## src/rtl/ldpc_row_pkg.sv

```systemverilog
package ldpc_row_pkg;
  typedef enum logic [1:0] {
    PH_LOAD  = 2'd0,
    PH_BACK  = 2'd1,
    PH_DRAIN = 2'd2
  } row_phase_e;
endpackage

```

## src/rtl/lrp_phi.sv

```systemverilog
module lrp_phi #(
  parameter int DW = 10
) (
  input  logic signed [DW-1:0] x,
  input  logic signed [DW-1:0] y,
  output logic signed [DW-1:0] z
);
  localparam int EW = DW + 2;
  localparam logic signed [DW-1:0] MAXV = {1'b0, {(DW-1){1'b1}}};
  localparam logic signed [DW-1:0] MINV = {1'b1, {(DW-1){1'b0}}};
  localparam logic signed [EW-1:0] HI_E = EW'(MAXV);
  localparam logic signed [EW-1:0] LO_E = EW'(MINV);

  logic signed [EW-1:0] xe, ye, mx, sm, pos, d;

  always_comb begin
    xe  = EW'(x);
    ye  = EW'(y);
    mx  = (xe > ye) ? xe : ye;
    sm  = xe + ye;
    pos = (sm > 0) ? sm : '0;
    d   = mx - pos;
    if (d > HI_E)      z = MAXV;
    else if (d < LO_E) z = MINV;
    else               z = d[DW-1:0];
  end
endmodule

```

## src/rtl/lrp_satadd.sv

```systemverilog
module lrp_satadd #(
  parameter int DW = 10
) (
  input  logic signed [DW-1:0] a,
  input  logic signed [DW-1:0] b,
  input  logic                 sub,
  output logic signed [DW-1:0] z
);
  localparam int EW = DW + 1;
  localparam logic signed [DW-1:0] MAXV = {1'b0, {(DW-1){1'b1}}};
  localparam logic signed [DW-1:0] MINV = {1'b1, {(DW-1){1'b0}}};
  localparam logic signed [EW-1:0] HI_E = EW'(MAXV);
  localparam logic signed [EW-1:0] LO_E = EW'(MINV);

  logic signed [EW-1:0] s;

  always_comb begin
    s = sub ? (EW'(a) - EW'(b)) : (EW'(a) + EW'(b));
    if (s > HI_E)      z = MAXV;
    else if (s < LO_E) z = MINV;
    else               z = s[DW-1:0];
  end
endmodule

```

## src/rtl/lrp_recur.sv

```systemverilog
module lrp_recur #(
  parameter int DW = 10
) (
  input  logic                 clk,
  input  logic                 rst_n,
  input  logic                 start,
  input  logic                 step,
  input  logic signed [DW-1:0] q_in,
  output logic signed [DW-1:0] prev
);
  localparam logic signed [DW-1:0] MINV = {1'b1, {(DW-1){1'b0}}};

  logic signed [DW-1:0] met_q, met_nxt;

  // the edge of the trellis enters at the most negative code
  assign prev = start ? MINV : met_q;

  lrp_phi #(.DW(DW)) u_phi (
    .x(prev),
    .y(q_in),
    .z(met_nxt)
  );

  always_ff @(posedge clk or negedge rst_n) begin
    if (!rst_n)    met_q <= MINV;
    else if (step) met_q <= met_nxt;
  end
endmodule

```

## src/rtl/lrp_store.sv

```systemverilog
module lrp_store #(
  parameter int DW   = 10,
  parameter int MAXW = 20,
  parameter int CW   = $clog2(MAXW + 1)
) (
  input  logic                 clk,
  input  logic                 rst_n,
  input  logic                 q_we,
  input  logic                 m_we,
  input  logic [CW-1:0]        waddr,
  input  logic signed [DW-1:0] q_wdata,
  input  logic signed [DW-1:0] m_wdata,
  input  logic [CW-1:0]        raddr,
  output logic signed [DW-1:0] q_rd,
  output logic signed [DW-1:0] m_rd
);
  logic signed [DW-1:0] q_r [MAXW];
  logic signed [DW-1:0] m_r [MAXW];

  for (genvar i = 0; i < MAXW; i++) begin : g_slot
    always_ff @(posedge clk or negedge rst_n) begin
      if (!rst_n) begin
        q_r[i] <= '0;
        m_r[i] <= '0;
      end else begin
        if (q_we && waddr == CW'(i)) q_r[i] <= q_wdata;
        if (m_we && waddr == CW'(i)) m_r[i] <= m_wdata;
      end
    end
  end

  assign q_rd = q_r[raddr];
  assign m_rd = m_r[raddr];
endmodule

```

## src/rtl/lrp_ctrl.sv

```systemverilog
module lrp_ctrl
  import ldpc_row_pkg::*;
#(
  parameter int MAXW = 20,
  parameter int CW   = $clog2(MAXW + 1)
) (
  input  logic          clk,
  input  logic          rst_n,
  input  logic [CW-1:0] row_wt,
  input  logic          in_valid,
  input  logic          out_ready,
  output logic          in_ready,
  output logic          out_valid,
  output logic [CW-1:0] idx,
  output logic          fwd_start,
  output logic          fwd_step,
  output logic          bwd_start,
  output logic          bwd_step
);
  row_phase_e    ph_q;
  logic [CW-1:0] idx_q, wt_q, wt_clamp, wt_eff;
  logic          in_fire, out_fire;

  always_comb begin
    if (row_wt < CW'(2))         wt_clamp = CW'(2);
    else if (row_wt > CW'(MAXW)) wt_clamp = CW'(MAXW);
    else                         wt_clamp = row_wt;
  end

  assign in_ready  = (ph_q == PH_LOAD);
  assign out_valid = (ph_q == PH_DRAIN);
  assign in_fire   = in_valid && in_ready;
  assign out_fire  = out_valid && out_ready;
  assign wt_eff    = (idx_q == '0) ? wt_clamp : wt_q;
  assign idx       = idx_q;
  assign fwd_start = in_ready && (idx_q == '0);
  assign fwd_step  = in_fire;
  assign bwd_step  = (ph_q == PH_BACK);
  assign bwd_start = bwd_step && (idx_q == wt_q - CW'(1));

  always_ff @(posedge clk or negedge rst_n) begin
    if (!rst_n) begin
      ph_q  <= PH_LOAD;
      idx_q <= '0;
      wt_q  <= CW'(2);
    end else begin
      unique case (ph_q)
        PH_LOAD: if (in_fire) begin
          if (idx_q == '0) wt_q <= wt_clamp;
          if (idx_q == wt_eff - CW'(1)) ph_q <= PH_BACK;
          else idx_q <= idx_q + CW'(1);
        end
        PH_BACK: begin
          if (idx_q == '0) ph_q <= PH_DRAIN;
          else idx_q <= idx_q - CW'(1);
        end
        PH_DRAIN: if (out_fire) begin
          if (idx_q == wt_q - CW'(1)) begin
            ph_q  <= PH_LOAD;
            idx_q <= '0;
          end else begin
            idx_q <= idx_q + CW'(1);
          end
        end
        default: ph_q <= PH_LOAD;
      endcase
    end
  end

  AST_WT_LATCHED: assert property (@(posedge clk) disable iff (!rst_n)
    (ph_q != PH_LOAD) |-> (wt_q >= CW'(2) && wt_q <= CW'(MAXW)));
  AST_IDX_BOUND: assert property (@(posedge clk) disable iff (!rst_n)
    (ph_q != PH_LOAD) |-> (idx_q < wt_q));
  AST_BACK_TO_DRAIN: assert property (@(posedge clk) disable iff (!rst_n)
    (bwd_step && idx_q == '0) |=> out_valid);
  AST_DRAIN_DONE: assert property (@(posedge clk) disable iff (!rst_n)
    (out_fire && idx_q == wt_q - CW'(1)) |=> (in_ready && !out_valid));
endmodule

```

## src/rtl/ldpc_row_proc.sv

```systemverilog
module ldpc_row_proc #(
  parameter int DW   = 10,
  parameter int MAXW = 20,
  parameter int CW   = $clog2(MAXW + 1)
) (
  input  logic                 clk,
  input  logic                 rst_n,
  input  logic [CW-1:0]        row_wt,
  input  logic                 in_valid,
  output logic                 in_ready,
  input  logic signed [DW-1:0] in_lam,
  input  logic signed [DW-1:0] in_rold,
  output logic                 out_valid,
  input  logic                 out_ready,
  output logic signed [DW-1:0] out_lam,
  output logic signed [DW-1:0] out_rnew
);
  logic [CW-1:0]        idx;
  logic                 fwd_start, fwd_step, bwd_start, bwd_step;
  logic signed [DW-1:0] q_new, alpha_prev, beta_prev, r_new;
  logic signed [DW-1:0] q_rd, m_rd, m_wdata, lam_upd;

  lrp_ctrl #(.MAXW(MAXW), .CW(CW)) u_ctrl (
    .clk(clk), .rst_n(rst_n), .row_wt(row_wt),
    .in_valid(in_valid), .out_ready(out_ready),
    .in_ready(in_ready), .out_valid(out_valid), .idx(idx),
    .fwd_start(fwd_start), .fwd_step(fwd_step),
    .bwd_start(bwd_start), .bwd_step(bwd_step)
  );

  // Q = LLR - R_old, saturated
  lrp_satadd #(.DW(DW)) u_qsub (
    .a(in_lam), .b(in_rold), .sub(1'b1), .z(q_new)
  );

  lrp_recur #(.DW(DW)) u_fwd (
    .clk(clk), .rst_n(rst_n), .start(fwd_start), .step(fwd_step),
    .q_in(q_new), .prev(alpha_prev)
  );

  // metric slot holds the forward metric, then is overwritten by R_new
  assign m_wdata = bwd_step ? r_new : alpha_prev;

  lrp_store #(.DW(DW), .MAXW(MAXW), .CW(CW)) u_store (
    .clk(clk), .rst_n(rst_n),
    .q_we(fwd_step), .m_we(fwd_step | bwd_step), .waddr(idx),
    .q_wdata(q_new), .m_wdata(m_wdata),
    .raddr(idx), .q_rd(q_rd), .m_rd(m_rd)
  );

  lrp_recur #(.DW(DW)) u_bwd (
    .clk(clk), .rst_n(rst_n), .start(bwd_start), .step(bwd_step),
    .q_in(q_rd), .prev(beta_prev)
  );

  lrp_phi #(.DW(DW)) u_rmsg (
    .x(m_rd), .y(beta_prev), .z(r_new)
  );

  lrp_satadd #(.DW(DW)) u_lamadd (
    .a(q_rd), .b(m_rd), .sub(1'b0), .z(lam_upd)
  );

  assign out_lam  = lam_upd;
  assign out_rnew = m_rd;

  AST_OUT_HOLD: assert property (@(posedge clk) disable iff (!rst_n)
    (out_valid && !out_ready) |=> (out_valid && $stable(out_lam) && $stable(out_rnew)));
  AST_IO_EXCL: assert property (@(posedge clk) disable iff (!rst_n)
    !(in_ready && out_valid));
endmodule

```

## config.mk

```make
export PLATFORM = sky130hd
export DESIGN_NAME = ldpc_row_proc
export DESIGN_NICKNAME = d
export VERILOG_FILES = /design/src/rtl/ldpc_row_pkg.sv /design/src/rtl/lrp_phi.sv /design/src/rtl/lrp_satadd.sv /design/src/rtl/lrp_recur.sv /design/src/rtl/lrp_store.sv /design/src/rtl/lrp_ctrl.sv /design/src/rtl/ldpc_row_proc.sv
export SDC_FILE = /design/constraint.sdc
export NUM_CORES = 1
export LEC_CHECK = 0
export BUFFER_PORTS_ARGS = -buffer_cell sky130_fd_sc_hd__buf_2
export CAP_MARGIN = 30
export CORE_MARGIN = 5
export CORE_UTILIZATION = 45
export CTS_CLUSTER_DIAMETER = 150
export CTS_CLUSTER_SIZE = 10
export DETAILED_ROUTE_END_ITERATION = 10
export MAX_ROUTING_LAYER = met4
export SYNTH_ARGS = -nofsm -noshare
export SYNTH_HDL_FRONTEND = slang
export SYNTH_HIERARCHICAL = 1
export SYNTH_SLANG_ARGS = --single-unit
```

## constraint.sdc

```tcl
create_clock -name clk -period 7.8 [get_ports clk]
set_input_delay 0 -clock clk [delete_from_list [all_inputs] [get_ports clk]]
set_output_delay 0 -clock clk [all_outputs]
set_load 0.05 [all_outputs]
```

==> results_dict.tcl <==
set metrics [dict create \
    postSynth.asyncResetShare_pct 100 \
    cts-buffers-inserted 49 \
    yosysTopAreaCellShare_pct 40.2 \
    cpMaxStageDelayCell "nor2b_1" \
    hold_violations 0 \
    cp.buffers_inverters 2 \
    rsz0062_at_grt "no" \
    ys.flop_type "dfrtp_1" \
    mostFrequentLayoutCells "dfrtp_1, mux2_2, ha_1, nand2_1, mux2i_1" \
    clockBufferDepth 3 \
    clock.fmax_mhz 137 \
    drive_gt1_share_pct 32.0 \
    htreeDepth 2 \
    finalClockSkew_ns 0.0398 \
    initial_core_util_pct 45.3 \
    slowest_delay_ns 0.82 \
    yosys.area_share.simple_pct 8.62 \
    start_kind "flip-flop" \
    synthAdderAreaFrac_pct 7.09 \
    worst-setup-path-type "reg -> reg" \
    synthCells 2264 \
    io_buffers 50 \
    ant_nets 0 \
    final_net_count 2491 \
    grt_pass1_vias 18714 \
    synthMuxAreaShare_pct 28.2 \
    critical_path_arrival_ns 7.79 \
    grt_pass1_wl_um 111000 \
    wl_per_cell_um 22.5 \
    path_cells "nor2b_1 -> buf_4 -> a22oi_1 -> nand3_1 -> o211ai_1 -> ha_1 -> nand4_1 -> a211oi_2 -> a2111o_1 -> and2_1 -> mux2_2 -> mux2i_1 -> ha_1 -> inv_1 -> fa_1 -> a21oi_1 -> o211ai_1 -> o22a_1 -> a21oi_1 -> o2111ai_2 -> a31oi_4 -> a21o_1 -> mux2_2 -> mux2_2" \
    dp_hpwl_um 49400 \
    fin_crit_sh_pct 93.4 \
    setup-violations-final 0 \
    drt_iter0_drc 1305 \
    synth_top_family_by_area "multiplexers" \
    n_antenna_cell 0 \
    pre_cts_ws_ns 0.411 \
    ys_ff_latch 432 \
    insertion_delay_ns 0.60 \
    yosys_warnings 6 \
    crit_family "compound AO/OA/AOI/OAI gates" \
    slew_headroom_pct 35.3 \
    cp_common_cell "mux2_2" \
    synth-xor-area-share_pct 2.69 \
    io_pins 51 \
    crit_required_ns 8.30 \
    clk_pin_slew_ns 0.07 \
    slew_viol_final 0 \
    crit_fanout 29 \
    grt.overflow.total 0 \
    worst_slack_ns 0.513 \
    viasPerCell 5.84 \
    wl_um 70200 \
    dpl.cell_count 3044 \
    coreArea_um2 58900 \
    maxCapViolCount 0 \
    drt_pre_antenna_iters 5 \
    yosysUniqueCellTypes 96 \
    synthTopCellsByArea "dfrtp_1, mux2_2, ha_1" \
    grt_usage_pct 22.4 \
    vias 18190 \
    grt_max_degree 134 \
    clock-sinks 432 \
    fillerInstances 5201 \
    fin_crit_ns 7.29 \
    die_area_um2 64300 \
    final_cells 3113 \
    synth_area_per_cell_um2 11.8 \
    place_congestion 0.878 \
    yosysTopAreaCell "dfrtp_1" \
    die_h_um 254 \
    die_x_um 254 \
    cts-root-buf "clkbuf_16" \
    status "completed" \
    synth_edf_count 0 \
    final_common_cell "dfrtp_1" \
    finalSetupTns_ns 0 \
    syn_to_final_growth_pct 9.96 \
    end_kind "flip-flop" \
    rows 89 \
    synth_compound_area_share_pct 9.24 \
    yosysSeqAreaShare_pct 40.5 \
    tritoncts "built" \
    post-cts-setup-buffer-count 0 \
    drc 0 \
    tightest_slew_ns 0.967 \
    antenna_found_initial 1 \
    synth_area_um2 26700 \
    hold_path_class "in -> reg" \
]
[cells by family after synthesis]
kind of cell,Yosys count
AND/OR/NAND/NOR,421
XOR/XNOR,79
AO/OA/AOI/OAI,349
multiplexers,611
buffers and inverters,220
adder cells (fa/ha/maj),150
other,2
flip-flops,432
[per-stage QoR]
step                utilization, %  hold slack [ns]  instance area, µm²
floorplan                        -           -0.296               26700
global placement              47.4            0.111               27900
detailed placement            47.4            0.130               27900
CTS                           49.8          0.00533               29300
finish                        49.8           0.0388               29300
global route                  49.8           0.0207               29300
[registers in the layout, indices dropped and copies added (netlist names)]
| register | count |
|---|---|
| u_fwd/met_q | 10 |
| u_store/m_r | 200 |
| u_ctrl/ph_q | 2 |
| u_store/q_r | 200 |
| u_bwd/met_q | 10 |
| u_ctrl/wt_q | 5 |
| u_ctrl/idx | 5 |
[cells in the mapped netlist (7+ instances only)]
cell type  number
xor2_1         34
xnor2_1        43
a21oi_1        78
ha_1          124
nor2b_1        42
nand3_1        40
o21ai_1        23
o211ai_1       30
mux2_4         29
nor2_1         76
a31oi_1         8
mux2_2        406
buf_6           7
nor3_1         17
nand2_1       119
nand4_1         7
nand2_2         7
clkbuf_1       69
o31ai_1        17
buf_2          22
buf_4          13
mux2i_1       111
maj3_1         18
mux4_2         60
or3_1          10
fa_1            8
o21ai_0        31
and2_1         12
a22oi_1        43
nor2_4         15
inv_1         101
a211oi_1        8
or2_2           7
o21bai_1       11
o21a_1         14
a21o_1         27
dfrtp_1       429
nand2b_1       31
[cell type report]
class / count / area, µm² / share of cell area (%)
tap: 773 / 967 / 3.30
sequential: 432 / 10800 / 36.9
clock inverter: 5 / 53.8 / 0.183
multi-input combinational: 1613 / 14900 / 50.9
inverter: 103 / 389 / 1.33
timing repair buffer: 131 / 926 / 3.16
clock buffer: 56 / 1250 / 4.27
[what timing repair did]
item / in CTS / in global routing
endpoints found under the setup margin: 0 / 180
hold endpoints to repair: 114 / 0
hold buffers: 8 / 0
resized for setup: 0 / 2
[worst register-to-register path, delay by kind of cell, from the launching register on]
kind / cells / cell delay (ns)
AOI/OAI and AO/OA: 11 / 2.44
adders and majority gates: 3 / 1.07
buffers and inverters: 2 / 0.42
DFF: 1 / 0.67
muxes: 4 / 1.22
and+or+nand+nor: 4 / 1.38
[per-layer routing]
metal | vias up | part of all wire (%) | track usage (%)
li1 | 8333 | - | -
met1 | 9414 | 45 | 30.0
met2 | 359 | 49 | 37.0
met3 | 84 | 3.8 | 3.00
met4 | 0 | 1.8 | 4.44
met5 | - | 0 | -
[worst paths after layout]
| check | cells past startpoint | start | end | slack (ns) |
|---|---|---|---|---|
| worst max-delay path | 24 | u_ctrl/idx[1] | u_store/m_r[147] | 0.51 |
| worst min-delay path | 3 | row_wt[3] | u_ctrl/wt_q[3] | 0.04 |
| worst max register to register | 24 | u_ctrl/idx[1] | u_store/m_r[147] | 0.51 |
| min in group asynchronous | 2 | rst_n | u_store/m_r[112] | 0.07 |
| max in group asynchronous | 4 | rst_n | u_store/q_r[165] | 5.66 |
| worst min register to register | 1 | u_store/q_r[74] | u_store/q_r[74] | 0.50 |
Power is not shown: default switching activity piles up to over one toggle a cycle in this logic, so the estimate is an artifact.
